`src/rtl/enc_act_pkg.sv`:
```
package enc_act_pkg;

  // Field widths; positions follow from the packed order below.
  localparam int REG_W = 64;
  localparam int POL_W = 4;
  localparam int KID_W = 4;
  localparam int ALG_W = 16;
  localparam int RSV_LO_W = 23;
  localparam int RSV_HI_W = 12;

  typedef enum logic [POL_W-1:0] {
    POL_XTS128     = 4'd0,
    POL_XTS128_INT = 4'd1,
    POL_XTS256     = 4'd2
  } pol_code_e;

  // Packed MSB first: alg[63:48] rsv_hi[47:36] kid[35:32] byp[31]
  // rsv_lo[30:8] pol[7:4] save[3] ksel[2] en[1] lock[0]
  typedef struct packed {
    logic [ALG_W-1:0]    alg;
    logic [RSV_HI_W-1:0] rsv_hi;
    logic [KID_W-1:0]    kid;
    logic                byp;
    logic [RSV_LO_W-1:0] rsv_lo;
    logic [POL_W-1:0]    pol;
    logic                save;
    logic                ksel;
    logic                en;
    logic                lock;
  } act_reg_t;

endpackage

```
`src/rtl/enc_act_validate.sv`:
```
module enc_act_validate
  import enc_act_pkg::*;
#(
  parameter int NUM_POL = 3,
  parameter int NUM_ALG = 3
) (
  input  act_reg_t           wr_word,
  input  logic               locked,
  input  logic [NUM_POL-1:0] cap_pol,
  input  logic [NUM_ALG-1:0] cap_alg,
  input  logic [KID_W-1:0]   cap_kid_max,
  output logic               legal
);

  logic [NUM_POL-1:0] pol_hit;
  logic [ALG_W-1:0]   alg_bad;
  logic               pol_ok;
  logic               kid_ok;
  logic               rsv_ok;
  logic               alg_ok;
  logic               unused_fields;

  // A policy code is accepted only if it names a known algorithm and the
  // capability mask enables that code.
  for (genvar i = 0; i < NUM_POL; i++) begin : g_pol
    assign pol_hit[i] = (wr_word.pol == POL_W'(i)) & cap_pol[i];
  end
  assign pol_ok = |pol_hit;

  // Known algorithm bits must be supported; the rest are reserved.
  for (genvar j = 0; j < ALG_W; j++) begin : g_alg
    if (j < NUM_ALG) begin : g_known
      assign alg_bad[j] = wr_word.alg[j] & ~cap_alg[j];
    end else begin : g_rsv
      assign alg_bad[j] = wr_word.alg[j];
    end
  end
  assign alg_ok = ~|alg_bad;

  assign kid_ok = (wr_word.kid <= cap_kid_max) &&
                  ((wr_word.kid == '0) || wr_word.en);
  assign rsv_ok = (wr_word.rsv_lo == '0) && (wr_word.rsv_hi == '0);

  assign legal = ~locked & pol_ok & kid_ok & rsv_ok & alg_ok;

  assign unused_fields = ^{wr_word.lock, wr_word.ksel, wr_word.save,
                           wr_word.byp};

endmodule

```
`src/rtl/enc_act_store.sv`:
```
module enc_act_store
  import enc_act_pkg::*;
(
  input  logic     clk,
  input  logic     rst_n,
  input  logic     commit,
  input  logic     smi_evt,
  input  act_reg_t wr_word,
  output act_reg_t cur
);

  act_reg_t nxt;

  always_comb begin
    nxt = cur;
    if (commit) begin
      nxt      = wr_word;
      nxt.lock = 1'b1;
    end else if (smi_evt) begin
      nxt.lock = 1'b1;
    end
  end

  always_ff @(posedge clk) begin
    if (!rst_n) cur <= '0;
    else        cur <= nxt;
  end

endmodule

```
`src/rtl/enc_act_status.sv`:
```
module enc_act_status
  import enc_act_pkg::*;
#(
  parameter int NUM_ALG = 3
) (
  input  logic               clk,
  input  logic               rst_n,
  input  act_reg_t           cur,
  input  logic               commit,
  input  logic               reject,
  input  logic               req_en,
  input  logic               req_ksel,
  output logic               wr_fault,
  output logic               key_gen_req,
  output logic               key_restore_req,
  output logic               locked,
  output logic               enc_active,
  output logic               save_key,
  output logic [POL_W-1:0]   policy_sel,
  output logic [KID_W-1:0]   keyid_bits,
  output logic [NUM_ALG-1:0] alg_allow
);

  logic unused_fields;

  always_ff @(posedge clk) begin
    if (!rst_n) begin
      wr_fault        <= 1'b0;
      key_gen_req     <= 1'b0;
      key_restore_req <= 1'b0;
    end else begin
      wr_fault        <= reject;
      key_gen_req     <= commit & req_en & ~req_ksel;
      key_restore_req <= commit & req_en & req_ksel;
    end
  end

  assign locked     = cur.lock;
  assign enc_active = cur.en & ~cur.byp;
  assign save_key   = cur.save;
  assign policy_sel = cur.pol;
  assign keyid_bits = cur.kid;
  assign alg_allow  = cur.alg[NUM_ALG-1:0];

  assign unused_fields = ^{cur.ksel, cur.rsv_lo, cur.rsv_hi,
                           cur.alg[ALG_W-1:NUM_ALG]};

endmodule

```
`src/rtl/enc_act_reg.sv`:
```
module enc_act_reg
  import enc_act_pkg::*;
#(
  parameter int NUM_POL = 3,
  parameter int NUM_ALG = 3
) (
  input  logic               clk,
  input  logic               rst_n,
  input  logic               wr_en,
  input  logic [REG_W-1:0]   wr_data,
  input  logic               smi_evt,
  input  logic [NUM_POL-1:0] cap_policy_mask,
  input  logic [NUM_ALG-1:0] cap_alg_mask,
  input  logic [KID_W-1:0]   cap_kid_max,
  output logic [REG_W-1:0]   rd_data,
  output logic               wr_fault,
  output logic               locked,
  output logic               enc_active,
  output logic               save_key,
  output logic [POL_W-1:0]   policy_sel,
  output logic [KID_W-1:0]   keyid_bits,
  output logic [NUM_ALG-1:0] alg_allow,
  output logic               key_gen_req,
  output logic               key_restore_req
);

  act_reg_t wr_word;
  act_reg_t cur;
  logic     legal;
  logic     commit;
  logic     reject;

  assign wr_word = act_reg_t'(wr_data);
  assign commit  = wr_en & legal;
  assign reject  = wr_en & ~legal;
  assign rd_data = cur;

  enc_act_validate #(.NUM_POL(NUM_POL), .NUM_ALG(NUM_ALG)) u_validate (
    .wr_word     (wr_word),
    .locked      (cur.lock),
    .cap_pol     (cap_policy_mask),
    .cap_alg     (cap_alg_mask),
    .cap_kid_max (cap_kid_max),
    .legal       (legal)
  );

  enc_act_store u_store (
    .clk     (clk),
    .rst_n   (rst_n),
    .commit  (commit),
    .smi_evt (smi_evt),
    .wr_word (wr_word),
    .cur     (cur)
  );

  enc_act_status #(.NUM_ALG(NUM_ALG)) u_status (
    .clk             (clk),
    .rst_n           (rst_n),
    .cur             (cur),
    .commit          (commit),
    .reject          (reject),
    .req_en          (wr_word.en),
    .req_ksel        (wr_word.ksel),
    .wr_fault        (wr_fault),
    .key_gen_req     (key_gen_req),
    .key_restore_req (key_restore_req),
    .locked          (locked),
    .enc_active      (enc_active),
    .save_key        (save_key),
    .policy_sel      (policy_sel),
    .keyid_bits      (keyid_bits),
    .alg_allow       (alg_allow)
  );

endmodule

```
`config.mk`:
```
export PLATFORM = sky130hd
export DESIGN_NAME = enc_act_reg
export DESIGN_NICKNAME = d
export VERILOG_FILES = /design/src/rtl/enc_act_pkg.sv /design/src/rtl/enc_act_validate.sv /design/src/rtl/enc_act_store.sv /design/src/rtl/enc_act_status.sv /design/src/rtl/enc_act_reg.sv
export SDC_FILE = /design/constraint.sdc
export NUM_CORES = 1
export LEC_CHECK = 0
export CORE_ASPECT_RATIO = 0.5
export CORE_UTILIZATION = 46
export DETAILED_ROUTE_END_ITERATION = 10
export DONT_BUFFER_PORTS = 1
export GPL_TIMING_DRIVEN = 0
export PLACE_DENSITY_LB_ADDON = 0.1
export SYNTH_ARGS = -nofsm -noshare
export SYNTH_HDL_FRONTEND = slang
export SYNTH_SLANG_ARGS = --single-unit
```
`constraint.sdc`:
```
create_clock -name clk -period 4.6 [get_ports clk]
set_input_delay 0.92 -clock clk [delete_from_list [all_inputs] [get_ports clk]]
set_output_delay 0.92 -clock clk [all_outputs]
set_load 0.02 [all_outputs]
```
== Yosys cells after proc, flatten, opt, wreduce, memory -nomap -nowiden ==
Cells that the tools add are included.
Word-level totals
  RAM bits: 0
  register bits after elaboration: 67
  word-level logic and storage cells: 52
  bits in latches: 0
  memories: 0
  bits of input ports: 78
  output and inout bits: 81
  memory bits (read-only): 0
Operators by class
  shift-type cells: 0
  order comparisons: 1
  reductions and logical operators: 11
  divide/modulo/power cells: 0
  equality and inequality tests: 2
  muxes and demuxes: 2
  bitwise logic cells: 23
  $add $sub $neg: 0
  $mul: 0
Operators by type and width (count)
  $logic_not 23->1: 1
  $and 1x1->1: 16
  $reduce_or 16->1: 1
  $logic_not 12->1: 1
  $logic_not 4->1: 2
  $not 1->1: 7
  $eq 4x1->1 const B: 1
  $eq 4x2->1 const B: 1
  $le 4x4->1: 1
  $reduce_or 3->1: 1
  $logic_and 1x1->1: 2
  $mux 1: 2
  $reduce_bool 2->1: 1
  $logic_not 1->1: 1
  $logic_or 1x1->1: 1

== Logic depth before layout (Yosys ltp) ==
Gate-level depths: netlist of the first run.
  depth in word-level cells: 10
  mapped depth: 8
  gate-level depth less buffers: 7

== Modules after synthesis ==
Synthesis of the first run repeated with hierarchy kept, for this count alone.
Second synthesis, totals
  cell total of the unflattened synthesis: 268
  area total of the unflattened synthesis: 2926.6 µm²
Modules (own cells, without submodules)
  enc_act_store: times used 1, seq. area each 1281.2 µm², cells each 205, area an instance 2443.6 µm²
  enc_act_validate: times used 1, seq. area each 0.0 µm², cells each 41, area an instance 276.5 µm²
  enc_act_status: times used 1, seq. area each 60.1 µm², cells each 20, area an instance 190.2 µm²
  enc_act_reg: times used 1, seq. area each 0.0 µm², cells each 2, area an instance 16.3 µm²

== Worst setup path after synthesis of the first run ==
Ideal clock, no wire load.
  kind: input to register
  start: input cap_kid_max[1]
  end: register, netlist name u_store.cur[10]
  stages on the path: 8
  path slack: 1.728 ns
  buffers on the path: 1
  arrival time: 2.760 ns
  required time: 4.487 ns
  library setup time: 0.113 ns
  cells stage by stage: inv_1 -> ha_1 -> nor2b_4 -> or4_4 -> a311oi_4 -> a31oi_4 -> buf_6 -> and2_4
On the way
  longest elaborated chain between the ends: 6
Ends and longest elaborated chain
  from (decl): line enc_act_reg.sv:14  | input logic [KID_W-1:0] cap_kid_max,
  $le 4x4->1: line enc_act_validate.sv:40  | assign kid_ok = (wr_word.kid <= cap_kid_max) &&
  $logic_and 1x1->1: line enc_act_validate.sv:40
  $and 1x1->1 (3 in a row): line enc_act_validate.sv:44  | assign legal = ~locked & pol_ok & kid_ok & rsv_ok & alg_ok;
  $and 1x1->1: line enc_act_reg.sv:34  | assign commit = wr_en & legal;
Every way passes these cells.
A chain may end at the register's enable or synchronous reset.

== Worst setup path after layout of the first run ==
  start: input cap_kid_max[1]
  end: register, netlist name u_store.cur[25]
On the way
  longest elaborated chain between the ends: 6
Ends and longest elaborated chain (line)
  $le 4x4->1: enc_act_validate.sv:40
  $logic_and 1x1->1: enc_act_validate.sv:40
  $and 1x1->1 (3 in a row): enc_act_validate.sv:44
  $and 1x1->1: enc_act_reg.sv:34
Every way passes these cells.

==> key figures, run 1 <==
Synthesis
  • Ys flop type: dfxtp_1
  • Asr flop ratio synth: 0%
  • Mapped Avg Cell Area: 10.8 sq um
  • Seq/Total Area, Yosys: 49.9%
  • Number of distinct library cells after synthesis: 33
  • Mapped Nets: 331
  • YS warnings: 0
  • Mapped Cells: 249
  • Mapped Area: 2690 sq um
  • Number of synthesized register bits: 67
  • Number of flops mapped to enable cells by yosys: 0

Route
  • DRC: 0
  • Final ANT Viol Nets: 0
  • DR vias/cell: 5.37
  • WL/cell: 16.4 um
  • Vias: 1,816
  • Initial drt markers: 69
  • Detailed Routing Iterations Pass 1: 4
  • WL final: 5560 um

Place
  • Place WS: 1.51 ns
  • HPWL Detailed: 4160 um
  • Buffers on Ports: 0
  • Placed insts: 322
  • RePlAce Congestion: 0.761
  • DP Area: 2780 sq um

Setup path
  • CP max stage cell: a311oi_4
  • Kind of start point of the critical path: primary input
  • Peak fanout along the critical path: 10
  • Req. time, crit path: 4.81 ns
  • CP Cell Sequence: inv_1 > ha_1 > nor2b_4 > or4_4 > a311oi_4 > a31oi_4 > buf_6 > and2_4
  • CP startpoint: cap_kid_max[1]
  • CP top delay family: compound AO/OA/AOI/OAI gates
  • CP Buf/Inv Count: 2
  • Critical setup path kind: primary input to register
  • Reg-to-reg critical path startpoint: u_store.cur[0]$_SDFFE_PN0P_
  • Critical path's largest stage delay: 0.59 ns
  • Worst EP arrival: 2.96 ns
  • Crit. End Element: register

Floorplan
  • IO Pins: 159
  • Starting Density: 48.4%
  • Die width: 110 um
  • Row cnt: 19
  • Core Region: 5560 sq um
  • DIE AREA: 6180 sq um
  • Die Span Y: 56.1 um

Timing
  • Crit share post-route: 59.7%
  • Fin Setup TNS: 0 ns
  • Setup slack after layout: 1.85 ns
  • Peak Freq: 0.364 GHz
  • Normalized max-slew margin: 58.6%
  • Worst hold margin: 0.571 ns
  • Final worst path period need: 2.75 ns
  • Setup-failing EPs final: 0
  • Slew @ Worst Pin: 0.621 ns
  • RSZ-0062 raised after global routing: no
  • Post-Route Skew: 0.00377 ns
  • Final Hold Viols: 0
  • Max-slew violation count: 0

Global route
  • Grt ovf: 0
  • Global Route Usage Sum: 17.9%
  • First-pass GRT wire length: 8310 um
  • Largest net degree at the start of global routing: 14
  • Antenna violations before repair: 0
  • Vias in the first global route: 1,678

Power
  • Clk pwr share: 52.0%
  • Sw power: 0.274 mW
  • Part of the power in registers: 45.1%
  • P_int: 1.02 mW
  • Leak: 1.25 nW
  • Sw Share: 21.2%
  • Comb pwr share: 2.8%
  • Pwr dens: 420 nW/um^2
  • VDD IR-drop max: 0.334 mV

Clocking
  • Level count of the clock H-tree: 3
  • Post-CTS Hold Fix Bufs: 0
  • CTS tree: built
  • Clock root buffer: clkbuf_16
  • Num CTS Buffers: 9
  • Setup Fix Bufs, Post-CTS: 0
  • Post-CTS sizing: 0
  • CTS sink cnt: 67
  • Clock transition at path regs: 0.05 ns
  • Clk_lat worst skew: 0.32 ns
  • CTS Buffer Depth: 2

Cells and area
  • Layout cells sized above 1: 41.1%
  • Antenna Cells: 0
  • Most frequent cells in the layout: dfxtp_1 (67), and2_4 (50), inv_1 (23), nand4_1 (16)
  • Fin area: 3080 sq um
  • Fill count: 493
  • Non-filler cells, final: 338
  • Layout Nets: 342
  • Commonest non-fill, non-tap cell in the layout: dfxtp_1
  • Area Overhead vs Synth: 14.6%

Hold path
  • Worst hold path type: register to register
  • Hold Crit Start: u_store.cur[15]$_SDFFE_PN0P_

Run
  • Maxcap violations: 0

Status
  • Run status: completed
## registers in the layout, summed over array words and instances (netlist names)
signal and flops:
u_status.wr_fault 1, u_store.cur 64, u_status.key_gen_req 1, u_status.key_restore_req 1
## path summary, 6_finish.rpt
path / end / slack (ns) / depth (start not counted)
worst max register to register: u_store.cur[48]$_SDFFE_PN0P_ / 2.41 / 7
worst max-delay path: u_store.cur[25]$_SDFFE_PN0P_ / 1.85 / 8
worst min register to register: u_store.cur[15]$_SDFFE_PN0P_ / 0.57 / 1
worst min-delay path: u_store.cur[15]$_SDFFE_PN0P_ / 0.57 / 1
## layer usage
| layer | GRT usage, % | routed length [um] | vias up |
|---|---|---|---|
| met1 | 21.4 | 2390 | 861 |
| met2 | 28.4 | 2650 | 81 |
| met3 | 7.61 | 498 | 2 |
| li1 | - | - | 872 |
| met4 | 6.77 | 23 | 0 |
| met5 | 0 | 0 | - |
## power groups by stage
stage	registers, mW	clock network, mW	logic (mW)
floorplan	0.596	0	0.0314
global placement	0.596	0	0.0360
detailed placement	0.596	0	0.0375
CTS	0.584	0.688	0.0375
global route	0.584	0.714	0.0415
finish	0.584	0.674	0.0369
## final cells by class
cell class	count	area (sq um)	share of cell area (%)
inverters	23	86.3	2.80
plain buffers	27	208	6.74
well taps	73	91.3	2.96
multi-input cells	132	1050	34.2
clock buffers	9	225	7.31
clock inverters	7	76.3	2.48
flip-flops and latches	67	1340	43.5
## stage by stage
stage	utilization (%)	power, mW
5_1_grt	55.4	1.34
4_1_cts	55.4	1.31
2_1_floorplan	-	0.628
3_3_place_gp	50.0	0.632
3_5_place_dp	50.0	0.634
6_report	55.4	1.29
## worst reg2reg max path, stage by stage, from the launching register on
cell and delay (ns):
dfxtp_1 0.40, nor4_1 0.26, nand4_1 0.16, nor3_2 0.29, buf_2 0.26, buf_1 0.40, a31o_2 0.23, a21oi_1 0.06
## synth_stat cells (2+ instances only)
master	number	area, sq um
nor4_1	13	81.3
and2_4	50	438
inv_1	23	86.3
buf_1	2	7.51
buf_6	7	78.8
o22ai_1	2	12.5
and3_1	2	12.5
nor2_1	2	7.51
nor3_1	2	10.0
a21oi_1	13	65.1
ha_1	4	50.1
a31o_2	12	105
dfxtp_1	67	1340
nand4_1	16	100
buf_2	4	20.0
buf_4	13	97.6
## cells by family after synthesis
family	count (synthesis)	synth area share [%]
AO/OA/AOI/OAI	34	10.0
adder cells (fa/ha/maj)	4	1.86
buffers and inverters	50	10.9
flip-flops	67	49.9
AND/OR/NAND/NOR	94	27.3
(Power assumes the default switching activity.)
==> run 2, diff against run 1 <==
- clock period: 4.6 -> 2.3 ns (I/O delays scaled with it)
==> key figures, run 2 (synthesized netlist as in run 1, its figures left out) <==
Status
  • Run status: completed (unchanged)

Setup path
  • CP Buf/Inv Count: 2 (unchanged)
  • Critical path's largest stage delay: 0.54 ns (was 0.59 ns)
  • Kind of start point of the critical path: primary input (unchanged)
  • CP max stage cell: a311oi_4 (unchanged)
  • CP Cell Sequence: inv_2 > ha_4 > nor2b_4 > or4_4 > a311oi_4 > a31oi_4 > buf_6 > and2_4 (was inv_1 > ha_1 > nor2b_4 > or4_4 > a311oi_4 > a31oi_4 > buf_6 > and2_4)
  • Peak fanout along the critical path: 10 (unchanged)
  • Req. time, crit path: 2.51 ns (was 4.81 ns)
  • Worst EP arrival: 2.36 ns (was 2.96 ns)
  • CP top delay family: compound AO/OA/AOI/OAI gates (unchanged)
  • Critical setup path kind: primary input to register (unchanged)
  • Crit. End Element: register (unchanged)

Timing
  • Crit share post-route: 93.5%
  • RSZ-0062 raised after global routing: no (unchanged)
  • Worst hold margin: 0.277 ns (was 0.571 ns)
  • Final worst path period need: 2.15 ns
  • Setup-failing EPs final: 0 (unchanged)
  • Post-Route Skew: 0.00241 ns (was 0.00377 ns)
  • Slew @ Worst Pin: 0.615 ns (was 0.621 ns)
  • Final Hold Viols: 0 (unchanged)
  • Max-slew violation count: 0 (unchanged)
  • Normalized max-slew margin: 59.0% (was 58.6%)
  • Peak Freq: 0.465 GHz

Global route
  • Largest net degree at the start of global routing: 13 (was 14)
  • Vias in the first global route: 1,633 (was 1,678)
  • First-pass GRT wire length: 8160 um (was 8310 um)
  • Antenna violations before repair: 0 (unchanged)
  • Grt ovf: 0 (unchanged)
  • Global Route Usage Sum: 17.7% (was 17.9%)

Cells and area
  • Most frequent cells in the layout: dfxtp_1 (67), and2_4 (50), inv_1 (22), nand4_1 (16) (was dfxtp_1 (67), and2_4 (50), inv_1 (23), nand4_1 (16))
  • Fill count: 483 (was 493)
  • Antenna Cells: 0 (unchanged)
  • Most flops, register: u_store.cur (unchanged)
  • Sequential Area: 1340 sq um (unchanged)
  • Number of flip-flops in the largest register: 64 (unchanged)
  • Commonest non-fill, non-tap cell in the layout: dfxtp_1 (unchanged)
  • Area Overhead vs Synth: 15.8% (was 14.6%)
  • Layout cells sized above 1: 42.3% (was 41.1%)
  • Multi-input gate area: 1070 sq um (was 1050 sq um)
  • Layout Nets: 342 (unchanged)

Route
  • WL final: 5400 um (was 5560 um)
  • DR vias/cell: 5.23 (was 5.37)
  • WL/cell: 16.0 um (was 16.4 um)
  • Initial drt markers: 91 (was 69)
  • Final ANT Viol Nets: 0 (unchanged)
  • DRC: 0 (unchanged)
  • Vias: 1,769 (was 1,816)
  • Detailed Routing Iterations Pass 1: 4 (unchanged)

Place
  • Buffers on Ports: 0 (unchanged)
  • RePlAce Congestion: 0.762 (was 0.761)
  • HPWL Detailed: 4140 um (was 4160 um)

Run
  • Maxcap violations: 0 (unchanged)

Clocking
  • Num CTS Buffers: 9 (unchanged)
  • Setup Fix Bufs, Post-CTS: 0 (unchanged)
  • CTS tree: built (unchanged)
  • CTS sink cnt: 67 (unchanged)
  • Clock transition at path regs: 0.05 ns (about the same)
  • Clk_lat worst skew: 0.32 ns (about the same)
  • CTS Buffer Depth: 2 (unchanged)
  • Clock root buffer: clkbuf_16 (unchanged)
  • Post-CTS Hold Fix Bufs: 0 (unchanged)
  • Level count of the clock H-tree: 3 (unchanged)

Floorplan
  • Core Region: 5560 sq um (unchanged)
  • Starting Density: 48.4% (unchanged)
  • Die width: 110 um (unchanged)
  • DIE AREA: 6180 sq um (unchanged)
  • IO Pins: 159 (unchanged)
  • Die Span Y: 56.1 um (unchanged)
  • Row cnt: 19 (unchanged)

Power
  • Overall Power: 2.66 mW (was 1.29 mW)
  • VDD IR-drop max: 0.552 mV (was 0.334 mV)
  • Leak: 1.26 nW (was 1.25 nW)
  • Pwr dens: 854 nW/um^2 (was 420 nW/um^2)

Hold path
  • Worst hold path type: primary input to register (was register to register)
run 2: area by class of cell:
| cell class | count | share of cell area [%] |
|---|---|---|
| Multi-Input combinational cell | 132 | 34.3 |
| Clock inverter | 6 | 2.89 |
| Inverter | 23 | 2.77 |
| Buffer | 27 | 6.75 |
| Tap cell | 73 | 2.93 |
| Sequential cell | 67 | 43.1 |
| Clock buffer | 10 | 7.35 |
run 2: metrics by stage:
| stage | setup TNS [ns] | util [%] | cells | worst slack (ns) | cell area (sq um) |
|---|---|---|---|---|---|
| 6_report | 0 | 56.0 | 338 | 0.149 | 3120 |
| 5_1_grt | 0 | 56.0 | 338 | 0.0443 | 3120 |
| 4_1_cts | 0 | 56.0 | 338 | 0.0862 | 3110 |
| 3_5_place_dp | -11.31 | 50.2 | 322 | -0.210 | 2790 |
| 3_3_place_gp | -9.40 | 50.2 | 322 | -0.179 | 2790 |
| 2_1_floorplan | 0 | - | 249 | 0.0114 | 2700 |
run 2: per-layer routing:
metal	routed length (um)	vias up	global-route usage [%]	part of all wire (%)
met3	524	8	7.96	9.7
met5	0	-	0	0
li1	-	870	-	-
met1	2260	797	20.4	42
met2	2550	94	29.0	47
met4	59	0	6.20	1.1
run 2: worst paths after layout:
check / startpoint / endpoint / slack, ns / cells past startpoint
setup / recovery: cap_kid_max[1] / u_store.cur[55]$_SDFFE_PN0P_ / 0.15 / 8
hold / removal: rst_n / u_store.cur[0]$_SDFFE_PN0P_ / 0.28 / 1
setup reg to reg: u_store.cur[0]$_SDFFE_PN0P_ / u_status.wr_fault$_SDFF_PN0_ / 0.27 / 7
hold reg to reg: u_store.cur[24]$_SDFFE_PN0P_ / u_store.cur[24]$_SDFFE_PN0P_ / 0.57 / 1
run 2: power breakdown:
group,switching (mW),internal [mW],total [mW]
Combinational,0.0414,0.0340,0.0753
Clock,0.467,0.949,1.42
Sequential,0.00439,1.16,1.17
Total,0.513,2.15,2.66
run 2: repair_timing:
action,in CTS,in global routing
endpoints found under the setup margin,0,14
hold endpoints to repair,0,0
resized for setup,0,2
==> run 3, diff against run 2 <==
- CORE_UTILIZATION: 46 -> 45
- clock period: 2.3 -> 2.53 ns (I/O delays scaled with it)
==> key figures, run 3 (synthesized netlist as in run 1, its figures left out) <==
Power
  • Leak: 1.25 nW (was 1.26 nW)
  • VDD IR-drop max: 0.443 mV (was 0.552 mV)
  • Overall Power: 2.43 mW (was 2.66 mW)
  • Pwr dens: 783 nW/um^2 (was 854 nW/um^2)

Route
  • Final ANT Viol Nets: 0 (unchanged)
  • Initial drt markers: 67 (was 91)
  • WL final: 5650 um (was 5400 um)
  • Detailed Routing Iterations Pass 1: 7 (was 4)
  • WL/cell: 16.7 um (was 16.0 um)
  • Vias: 1,793 (was 1,769)
  • DRC: 14 (was 0)
  • DR vias/cell: 5.30 (was 5.23)

Hold path
  • Worst hold path type: primary input to register (unchanged)

Clocking
  • Clock transition at path regs: 0.05 ns (about the same)
  • Post-CTS sizing: 0 (unchanged)
  • Post-CTS Hold Fix Bufs: 0 (unchanged)
  • Setup Fix Bufs, Post-CTS: 0 (unchanged)
  • Num CTS Buffers: 9 (unchanged)
  • CTS tree: built (unchanged)
  • Clk_lat worst skew: 0.31 ns (was 0.32 ns)
  • Clock root buffer: clkbuf_16 (unchanged)
  • CTS Buffer Depth: 2 (unchanged)
  • CTS sink cnt: 67 (unchanged)
  • Level count of the clock H-tree: 3 (unchanged)

Floorplan
  • Die width: 111 um (was 110 um)
  • Row cnt: 19 (unchanged)
  • Die Span Y: 56.7 um (was 56.1 um)
  • DIE AREA: 6310 sq um (was 6180 sq um)
  • IO Pins: 159 (unchanged)
  • Core Region: 5610 sq um (was 5560 sq um)
  • Starting Density: 47.9% (was 48.4%)

Place
  • Buffers on Ports: 0 (unchanged)
  • Place WS: -0.153 ns (was -0.210 ns)
  • Placed insts: 322 (unchanged)
  • HPWL Detailed: 4260 um (was 4140 um)
  • RePlAce Congestion: 0.795 (was 0.762)

Timing
  • Worst hold margin: 0.323 ns (was 0.277 ns)
  • Setup-failing EPs final: 0 (unchanged)
  • Final Hold Viols: 0 (unchanged)
  • Crit share post-route: 93.0%
  • Final worst path period need: 2.35 ns
  • Setup slack after layout: 0.177 ns (was 0.149 ns)
  • Normalized max-slew margin: 57.5% (was 59.0%)
  • RSZ-0062 raised after global routing: no (unchanged)
  • Peak Freq: 0.425 GHz
  • Max-slew violation count: 0 (unchanged)
  • Post-Route Skew: 0.00391 ns (was 0.00241 ns)
  • Slew @ Worst Pin: 0.638 ns (was 0.615 ns)

Setup path
  • R2r setup slk: 0.24 ns (was 0.27 ns)
  • Worst EP arrival: 2.56 ns (was 2.36 ns)
  • Critical setup path kind: primary input to register (unchanged)
  • CP max stage cell: a311oi_4 (unchanged)
  • CP Cell Sequence: inv_1 > ha_1 > nor2b_4 > or4_4 > a311oi_4 > a31oi_4 > buf_6 > and2_4 (was inv_2 > ha_4 > nor2b_4 > or4_4 > a311oi_4 > a31oi_4 > buf_6 > and2_4)
  • Kind of start point of the critical path: primary input (unchanged)
  • Req. time, crit path: 2.74 ns (was 2.51 ns)
  • Crit. End Element: register (unchanged)
  • Peak fanout along the critical path: 10 (unchanged)
  • Critical path's largest stage delay: 0.60 ns (was 0.54 ns)

Cells and area
  • Antenna Cells: 0 (unchanged)
  • Commonest non-fill, non-tap cell in the layout: dfxtp_1 (unchanged)
  • Fill count: 484 (was 483)
  • Non-filler cells, final: 338 (unchanged)
  • Layout cells sized above 1: 40.8% (was 42.3%)
  • Most flops, register: u_store.cur (unchanged)
  • Number of flip-flops in the largest register: 64 (unchanged)
  • Layout Nets: 342 (unchanged)
  • Final Util: 55.2% (was 56.0%)
  • Area Overhead vs Synth: 15.2% (was 15.8%)
  • Most frequent cells in the layout: dfxtp_1 (67), and2_4 (50), inv_1 (23), nand4_1 (16) (was dfxtp_1 (67), and2_4 (50), inv_1 (22), nand4_1 (16))

Global route
  • Largest net degree at the start of global routing: 13 (unchanged)
  • First-pass GRT wire length: 8640 um (was 8160 um)
  • Vias in the first global route: 1,705 (was 1,633)
  • Grt ovf: 0 (unchanged)
  • Antenna violations before repair: 0 (unchanged)
  • Global Route Usage Sum: 17.6% (was 17.7%)

Status
  • Run status: finished, violations left (was completed)
  • Failing checks: design-rule violations

Run
  • Maxcap violations: 0 (unchanged)
-- run 3: cell types whose count changed in the layout (fill, tap and decap cells not counted) --
| cell | delta |
|---|---|
| clkinv_4 | -2 |
| clkinvlp_4 | +1 |
| ha_1 | +1 |
| inv_6 | +1 |
| clkbuf_2 | -2 |
| buf_1 | +2 |
| inv_1 | +1 |
| ha_4 | -1 |
| inv_2 | -1 |
-- run 3: path summary, 6_finish.rpt --
| check | to | cells after the start | startpoint |
|---|---|---|---|
| max | u_store.cur[58]$_SDFFE_PN0P_ | 8 | cap_kid_max[1] |
| min | u_store.cur[0]$_SDFFE_PN0P_ | 1 | rst_n |
| max reg2reg | u_status.wr_fault$_SDFF_PN0_ | 7 | u_store.cur[0]$_SDFFE_PN0P_ |
| min reg2reg | u_store.cur[37]$_SDFFE_PN0P_ | 1 | u_store.cur[37]$_SDFFE_PN0P_ |
-- run 3: through the flow --
stage / TNS [ns] / instance area, sq um
after floorplan: 0 / 2690
after global placement: -5.48 / 2780
after detailed placement: -7.51 / 2780
after CTS: 0 / 3100
after global routing: 0 / 3100
final: 0 / 3100
-- run 3: report_power, final --
group	switching, mW	leakage (nW)	internal [mW]
clock	0.434	0.149	0.864
sequential	0.00402	0.540	1.06
combinational	0.0372	0.566	0.0295
-- run 3: area by class of cell --
cell class | instances | area, sq um | area share (%)
Buffer | 27 | 208 | 6.70
Inverter | 23 | 86.3 | 2.79
Sequential cell | 67 | 1340 | 43.3
Clock inverter | 6 | 88.8 | 2.87
Clock buffer | 10 | 229 | 7.39
Multi-Input combinational cell | 132 | 1050 | 34.0
Tap cell | 73 | 91.3 | 2.95
-- run 3: layer usage --
metal  routed length [um]  global-route usage [%]  vias to the layer above
met4                   29                    5.98                        0
met2                 2680                    28.5                       95
li1                     -                       -                      870
met3                  559                    8.21                        5
met5                    0                       0                        -
met1                 2380                    20.7                      823
-- run 3: critical path: cells and delay by family --
kind                       cells  cell delay (ns)
adders and majority gates      1             0.28
AOI/OAI and AO/OA              2             0.84
buffers and inverters          2             0.22
and+or+nand+nor                3             0.71
